`src/rtl/shadow_ctl_bank.sv`:
```
module shadow_ctl_bank #(
  parameter int DW = 8,
  parameter int AW = 3,
  parameter int MODE_BIT = 7,
  parameter int WEL_BIT = 1,
  parameter logic [DW-1:0] NV1_INIT = 8'h5A,
  parameter logic [DW-1:0] NV3_INIT = 8'hC3
) (
  input  logic          clk,
  input  logic          rst_n,
  input  logic          wp_n,
  input  logic          wr_en,
  input  logic [AW-1:0] wr_addr,
  input  logic [DW-1:0] wr_data,
  input  logic [AW-1:0] rd_addr,
  output logic [DW-1:0] rd_data,
  output logic [DW-1:0] live1,
  output logic [DW-1:0] live3
);
  localparam logic [AW-1:0] A_C0 = AW'(0);
  localparam logic [AW-1:0] A_C1 = AW'(1);
  localparam logic [AW-1:0] A_C2 = AW'(2);
  localparam logic [AW-1:0] A_C3 = AW'(3);
  localparam logic [AW-1:0] A_C4 = AW'(4);
  localparam logic [AW-1:0] A_C5 = AW'(5);
  localparam logic [AW-1:0] A_C6 = AW'(6);

  // retained storage: untouched by rst_n
  logic [DW-1:0] nv1_q = NV1_INIT;
  logic [DW-1:0] nv3_q = NV3_INIT;
  logic [DW-1:0] c0_q = '0;
  logic [DW-1:0] c2_q = '0;
  logic [DW-1:0] c4_q = '0;
  logic [DW-1:0] c5_q = '0;

  logic [DW-1:0] live1_q, live3_q;
  logic          wel_q;

  logic mode, wr_ok, hit0, hit1, hit2, hit3, hit4, hit5, hit6, recall_all;

  assign mode  = c0_q[MODE_BIT];
  assign wr_ok = wr_en && ((wr_addr == A_C6) || (wel_q && wp_n));
  assign hit0  = wr_ok && (wr_addr == A_C0);
  assign hit1  = wr_ok && (wr_addr == A_C1);
  assign hit2  = wr_ok && (wr_addr == A_C2);
  assign hit3  = wr_ok && (wr_addr == A_C3);
  assign hit4  = wr_ok && (wr_addr == A_C4);
  assign hit5  = wr_ok && (wr_addr == A_C5);
  assign hit6  = wr_ok && (wr_addr == A_C6);
  assign recall_all = (hit0 || hit5) && !mode;

  always_ff @(posedge clk) begin
    if (hit1 && mode) nv1_q <= wr_data;
    if (hit3 && mode) nv3_q <= wr_data;
    if (hit0) c0_q <= wr_data;
    if (hit2) c2_q <= wr_data;
    if (hit4) c4_q <= wr_data;
    if (hit5) c5_q <= wr_data;
  end

  always_ff @(posedge clk) begin
    if (!rst_n) begin
      live1_q <= nv1_q;
      live3_q <= nv3_q;
      wel_q   <= 1'b0;
    end else begin
      if (hit6) wel_q <= wr_data[WEL_BIT];
      if (hit1)                    live1_q <= wr_data;
      else if (hit3 || recall_all) live1_q <= nv1_q;
      if (hit3)                    live3_q <= wr_data;
      else if (hit1 || recall_all) live3_q <= nv3_q;
    end
  end

  assign live1 = live1_q;
  assign live3 = live3_q;

  always_comb begin
    rd_data = '0;
    case (rd_addr)
      A_C0: rd_data = c0_q;
      A_C1: rd_data = nv1_q;
      A_C2: rd_data = c2_q;
      A_C3: rd_data = nv3_q;
      A_C4: rd_data = c4_q;
      A_C5: rd_data = c5_q;
      A_C6: rd_data[WEL_BIT] = wel_q;
      default: rd_data = '0;
    endcase
  end

  p_nv_written_r2: assert property (@(posedge clk) disable iff (!rst_n)
    (hit1 && mode) |=> (nv1_q == $past(wr_data)));
  p_live_update_r3: assert property (@(posedge clk) disable iff (!rst_n)
    hit1 |=> (live1 == $past(wr_data)));
  p_nv_kept_r3: assert property (@(posedge clk) disable iff (!rst_n)
    (hit3 && !mode) |=> $stable(nv3_q));
  p_cross_recall_r4: assert property (@(posedge clk) disable iff (!rst_n)
    hit1 |=> (live3 == $past(nv3_q)));
  p_bulk_recall_r5: assert property (@(posedge clk) disable iff (!rst_n)
    ((hit0 || hit5) && !mode) |=> (live1 == $past(nv1_q) && live3 == $past(nv3_q)));
  p_wp_block_r7: assert property (@(posedge clk) disable iff (!rst_n)
    (wr_en && !wp_n && wr_addr != A_C6) |=>
      ($stable(live1) && $stable(live3) && $stable(nv1_q) && $stable(c5_q)));
  p_wel_gate_r8: assert property (@(posedge clk) disable iff (!rst_n)
    (wr_en && !wel_q && wr_addr != A_C6) |=> ($stable(c0_q) && $stable(c2_q) && $stable(live1)));
endmodule

```
`config.mk`:
```
export PLATFORM = sky130hd
export DESIGN_NAME = shadow_ctl_bank
export DESIGN_NICKNAME = d
export VERILOG_FILES = /design/src/rtl/shadow_ctl_bank.sv
export SDC_FILE = /design/constraint.sdc
export NUM_CORES = 1
export LEC_CHECK = 0
export BUFFER_PORTS_ARGS = -buffer_cell sky130_fd_sc_hd__buf_2
export CAP_MARGIN = 20
export CORE_ASPECT_RATIO = 1.75
export CORE_MARGIN = 5
export CORE_UTILIZATION = 53
export CTS_BUF_LIST = sky130_fd_sc_hd__clkbuf_8
export CTS_CLUSTER_DIAMETER = 120
export DETAILED_ROUTE_END_ITERATION = 6
export PLACE_DENSITY = 0.78
export SETUP_SLACK_MARGIN = 0.05
export SYNTH_ARGS = -nofsm -noshare
export SYNTH_HDL_FRONTEND = slang
export SYNTH_SLANG_ARGS = --single-unit
export TNS_END_PERCENT = 100
```
`constraint.sdc`:
```
create_clock -name clk -period 2.39 [get_ports clk]
set_clock_uncertainty 0.2 [all_clocks]
set_input_delay 0.5975 -clock clk [delete_from_list [all_inputs] [get_ports clk]]
set_output_delay 0.5975 -clock clk [all_outputs]
set_load 0.05 [all_outputs]
```
**Word level (Yosys, flattened, before mapping)**

Index checks and enable logic that the tools add are counted.

- Bits in writable memories: 0
- Register bits after elaboration: 65
- Input port bits: 18
- Bits in latches: 0
- Memories: 0
- Bits in read-only memories: 0

- Shift-type cells: 0
- Bitwise logic cells: 0
- Reduce and logical (&&, ||, !) cells: 19
- Muxes and demuxes: 9
- $mul: 0
- $lt $le $gt $ge: 0
- Add/subtract/negate cells: 0
- Divide/modulo/power cells: 0
- Eq/ne operators: 14

Operator list:

| operator | count |
|---|---|
| $mux W8 | 6 |
| $pmux W6 S6 | 1 |
| $eq A3 B3 Y1 const B | 6 |
| $eq A3 B2 Y1 const B | 4 |
| $logic_and A1 B1 Y1 | 12 |
| $pmux W1 S7 | 1 |
| $eq A3 B1 Y1 const B | 2 |
| $logic_not A3 Y1 | 2 |
| $ne A3 B1 Y1 const B | 2 |
| $pmux W1 S6 | 1 |
| $logic_or A1 B1 Y1 | 4 |
| $logic_not A1 Y1 | 1 |

**Logic depth before layout (Yosys ltp)**

- Word-level depth: 10
- Mapped depth: 6
- Depth with buffers taken out: 3

**Worst setup path before layout**

OpenSTA, ideal clock, no wires.

- Path type: input to output
- Start point: input rd_addr[0]
- End point: output rd_data[0]
- Buffers on the path: 3
- Arrival: 2010 ps
- Path slack: -417 ps
- Stages on the path: 5
- Cells stage by stage: buf_4 > buf_6 > buf_4 > mux2i_1 > o221ai_1

- Word-level cells in the longest chain between the ends: 2
- Elaborated cells between the ends (all ways): 7
- Classes of those cells: eq/ne (5); mux (1); reduce/logical (1)

RTL lines:

| what | line | source |
|---|---|---|
| from (decl) | 15 | `input logic [AW-1:0] rd_addr,` |
| $eq A3 B3 Y1 (tied with other cells) | 80 | `case (rd_addr)` |
| $pmux W1 S6 * | 80 |  |
| to (decl) | 16 | `output logic [DW-1:0] rd_data,` |

Mark *: on every way between the ends. The rest lies on a longest branch, timed or not.

**Worst setup path in the final report**

- Start point: input rd_addr[1]
- End point: output rd_data[1]

- Word-level cells in the longest chain between the ends: 2
- Elaborated cells between the ends (all ways): 8
- Classes of those cells: eq/ne (6); mux (1); reduce/logical (1)

RTL lines:

| what | line |
|---|---|
| $eq A3 B3 Y1 (tied with other cells) | 80 |
| $pmux W1 S7 * | 80 |

Marks and branches as above.

==> metrics.cfg <==
[power]
irDropWorstVdd_mv = 0.575
leakagePower_nw = 1.37
power_density_nw_per_um2 = 654

[detailed_routing]
postRouteAntennaNets = 0
vias = 1752
wire_per_inst_um = 22.1
drt_iter0_drc = 85
dr.pass1.iters = 4
drt_wl_total_mm = 6.54
drc = 0
vias_per_cell = 5.92

[critical_path]
crit_fanout = 7
startpoint_type = input pin
ff2ff_path_depth = 3
crit_arrival_ps = 1610
ff2ff_setup_slack_ps = 580
crit_type = in2out
critPathCaptureType = output port
required_ps = 1590

[logic_synthesis]
synth_top_area_share = 0.704
synthTopCellsByArea = edfxtp_1, mux2_2, mux2i_1, nand4_4, o221ai_1
syn_inst = 163
yosys.area.top_type = edfxtp_1
yosys_register_bits = 65
mappedNetlistArea_um2 = 2730
avgSynthCellArea_um2 = 16.8
synth-main-ff-cell = edfxtp_1
yosysSeqAreaShare = 0.711
synth_cell_type_count = 32
synth_common_cells = edfxtp_1, mux2_2, mux2i_1
synth_edf_count = 64
synth_nets = 181
synth_most_common_cell = edfxtp_1
synth-async-reset-ratio = 0
ys_warn_count = 0

[clock_network]
htreeDepth = 3
postCtsHoldBufs = 0
cts_buffer_depth = 2
clock_sinks = 65
cts_tree = built
clockRootBuffer = clkbuf_8
cts_buffers = 9
clk_latency_ps = 330
path_clk_slew_ps = 70

[floorplan]
io_pins = 42
row_count = 34
die-area_um2 = 6750
die_h_um = 105
initial_core_util = 0.549
die_w_um = 64.3
core-area_um2 = 4980

[finish]
final_cells = 296
num_antenna_cells = 0
syn_to_final_growth_pct = 35.0
drive_gt1_frac = 0.545
fin_util = 0.741
final_net_count = 255
n_fill_cell = 296

[global_route]
use_met1 = 0.232
grt-busiest-layer = met2
use_met2 = 0.340
gr-usage-met3 = 0.0451
grt_pass1_vias = 1884
grt_max_degree = 12
gr-total-overflow = 0
antenna_found_initial = 0
grtUsageTotal = 0.203
grt_pass1_wl_mm = 10.2

[timing]
fin_ws_ps = -13.2
tns_ps = -13.2
relSlewSlack = 0.719
min_period_ps = 2400
hold_slack_ps = 332
maxClockFrequency_ghz = 0.416
tightest_slew_ps = 415
hold_viol_final = 0
setup_violations = 1
drv_slew = 0
timing.final.crit_share = 1.01
grt_setup_unrepaired = yes

[hold_path]
worstHoldPathCells = 1
hold_class = in2reg

[place]
dp.cells = 275
hpwl_mm = 4.46
port_buffers = 41
routabilityCongestion = 0.813

[run_status]
outcome = complete, but fails checks
violations = negative setup slack

[job]
cap_violations = 0

==> per-layer routing <==
layer / vias to the layer above / part of all wire
met5: - / 0
met4: 0 / 0.032
met3: 18 / 0.047
met2: 52 / 0.55
met1: 881 / 0.37
li1: 801 / -
==> metrics by stage <==
stage	setup WS (ps)	instance area, µm²	power, mW
after floorplan	49.2	2880	1.44
after global placement	-227	3260	1.51
after detailed placement	-289	3260	1.51
after CTS	34.3	3610	2.41
after global routing	-71.5	3690	2.49
final	-13.2	3690	2.41
==> path summary, 6_finish.rpt <==
kind | start | end
setup / recovery | rd_addr[1] | rd_data[1]
hold / removal | wr_data[4] | c2_q[4]$_DFFE_PP_
hold reg to reg | nv1_q[2]$_DFFE_PP_ | live1[2]$_DFFE_PP_
setup reg to reg | wel_q$_SDFFE_PN0P_ | live1[7]$_DFFE_PP_
==> cells by family after synthesis <==
family | share of synthesized area
buffers and inverters | 0.0192
multiplexers | 0.142
AO/OA/AOI/OAI | 0.0458
AND/OR/NAND/NOR | 0.0825
flip-flops | 0.711
==> sequential cells by signal (all words and copies together), names as in the netlist <==
| name | flops |
|---|---|
| nv3_q | 8 |
| nv1_q | 8 |
| live1 | 8 |
| c5_q | 8 |
| c4_q | 8 |
| c2_q | 8 |
| live3 | 8 |
| c0_q | 8 |
| wel_q | 1 |
==> critical path: stages <==
cell and delay [ps]:
buf_12 110, buf_4 150, nor4b_1 410, a31oi_2 100, nand3_4 80, buf_8 140
==> cells in the final DEF (no fill, tap or decap), drive strengths merged, types with 4 or more instances in the layout <==
master	count
nor2	4
nand3	4
nor3	4
nand2	5
clkbuf	10
edfxtp	64
mux2	21
buf	69
mux2i	15
o21ai	4
==> power breakdown <==
group	switching, mW	leakage (nW)	internal (mW)
clock network	0.400	0.0939	0.470
registers	0.00225	0.596	1.26
logic	0.166	0.676	0.116
==> what timing repair did <==
item	4_1_cts	5_1_grt
resized for setup	36	10
pin swaps	5	5
gates cloned	1	1
endpoints found under the setup margin	8	8
buffers inserted	2	1
hold endpoints to repair	0	0
==> final cells by class <==
cell class	count	area (µm²)	share of cell area
clock inverter	7	62.6	0.0170
timing repair buffer	70	569	0.154
sequential	65	1940	0.526
tap	54	67.6	0.0183
multi-input combinational	89	916	0.248
clock buffer	9	124	0.0336
inverter	2	7.51	0.00204
Power figures use the tool's default switching activity.
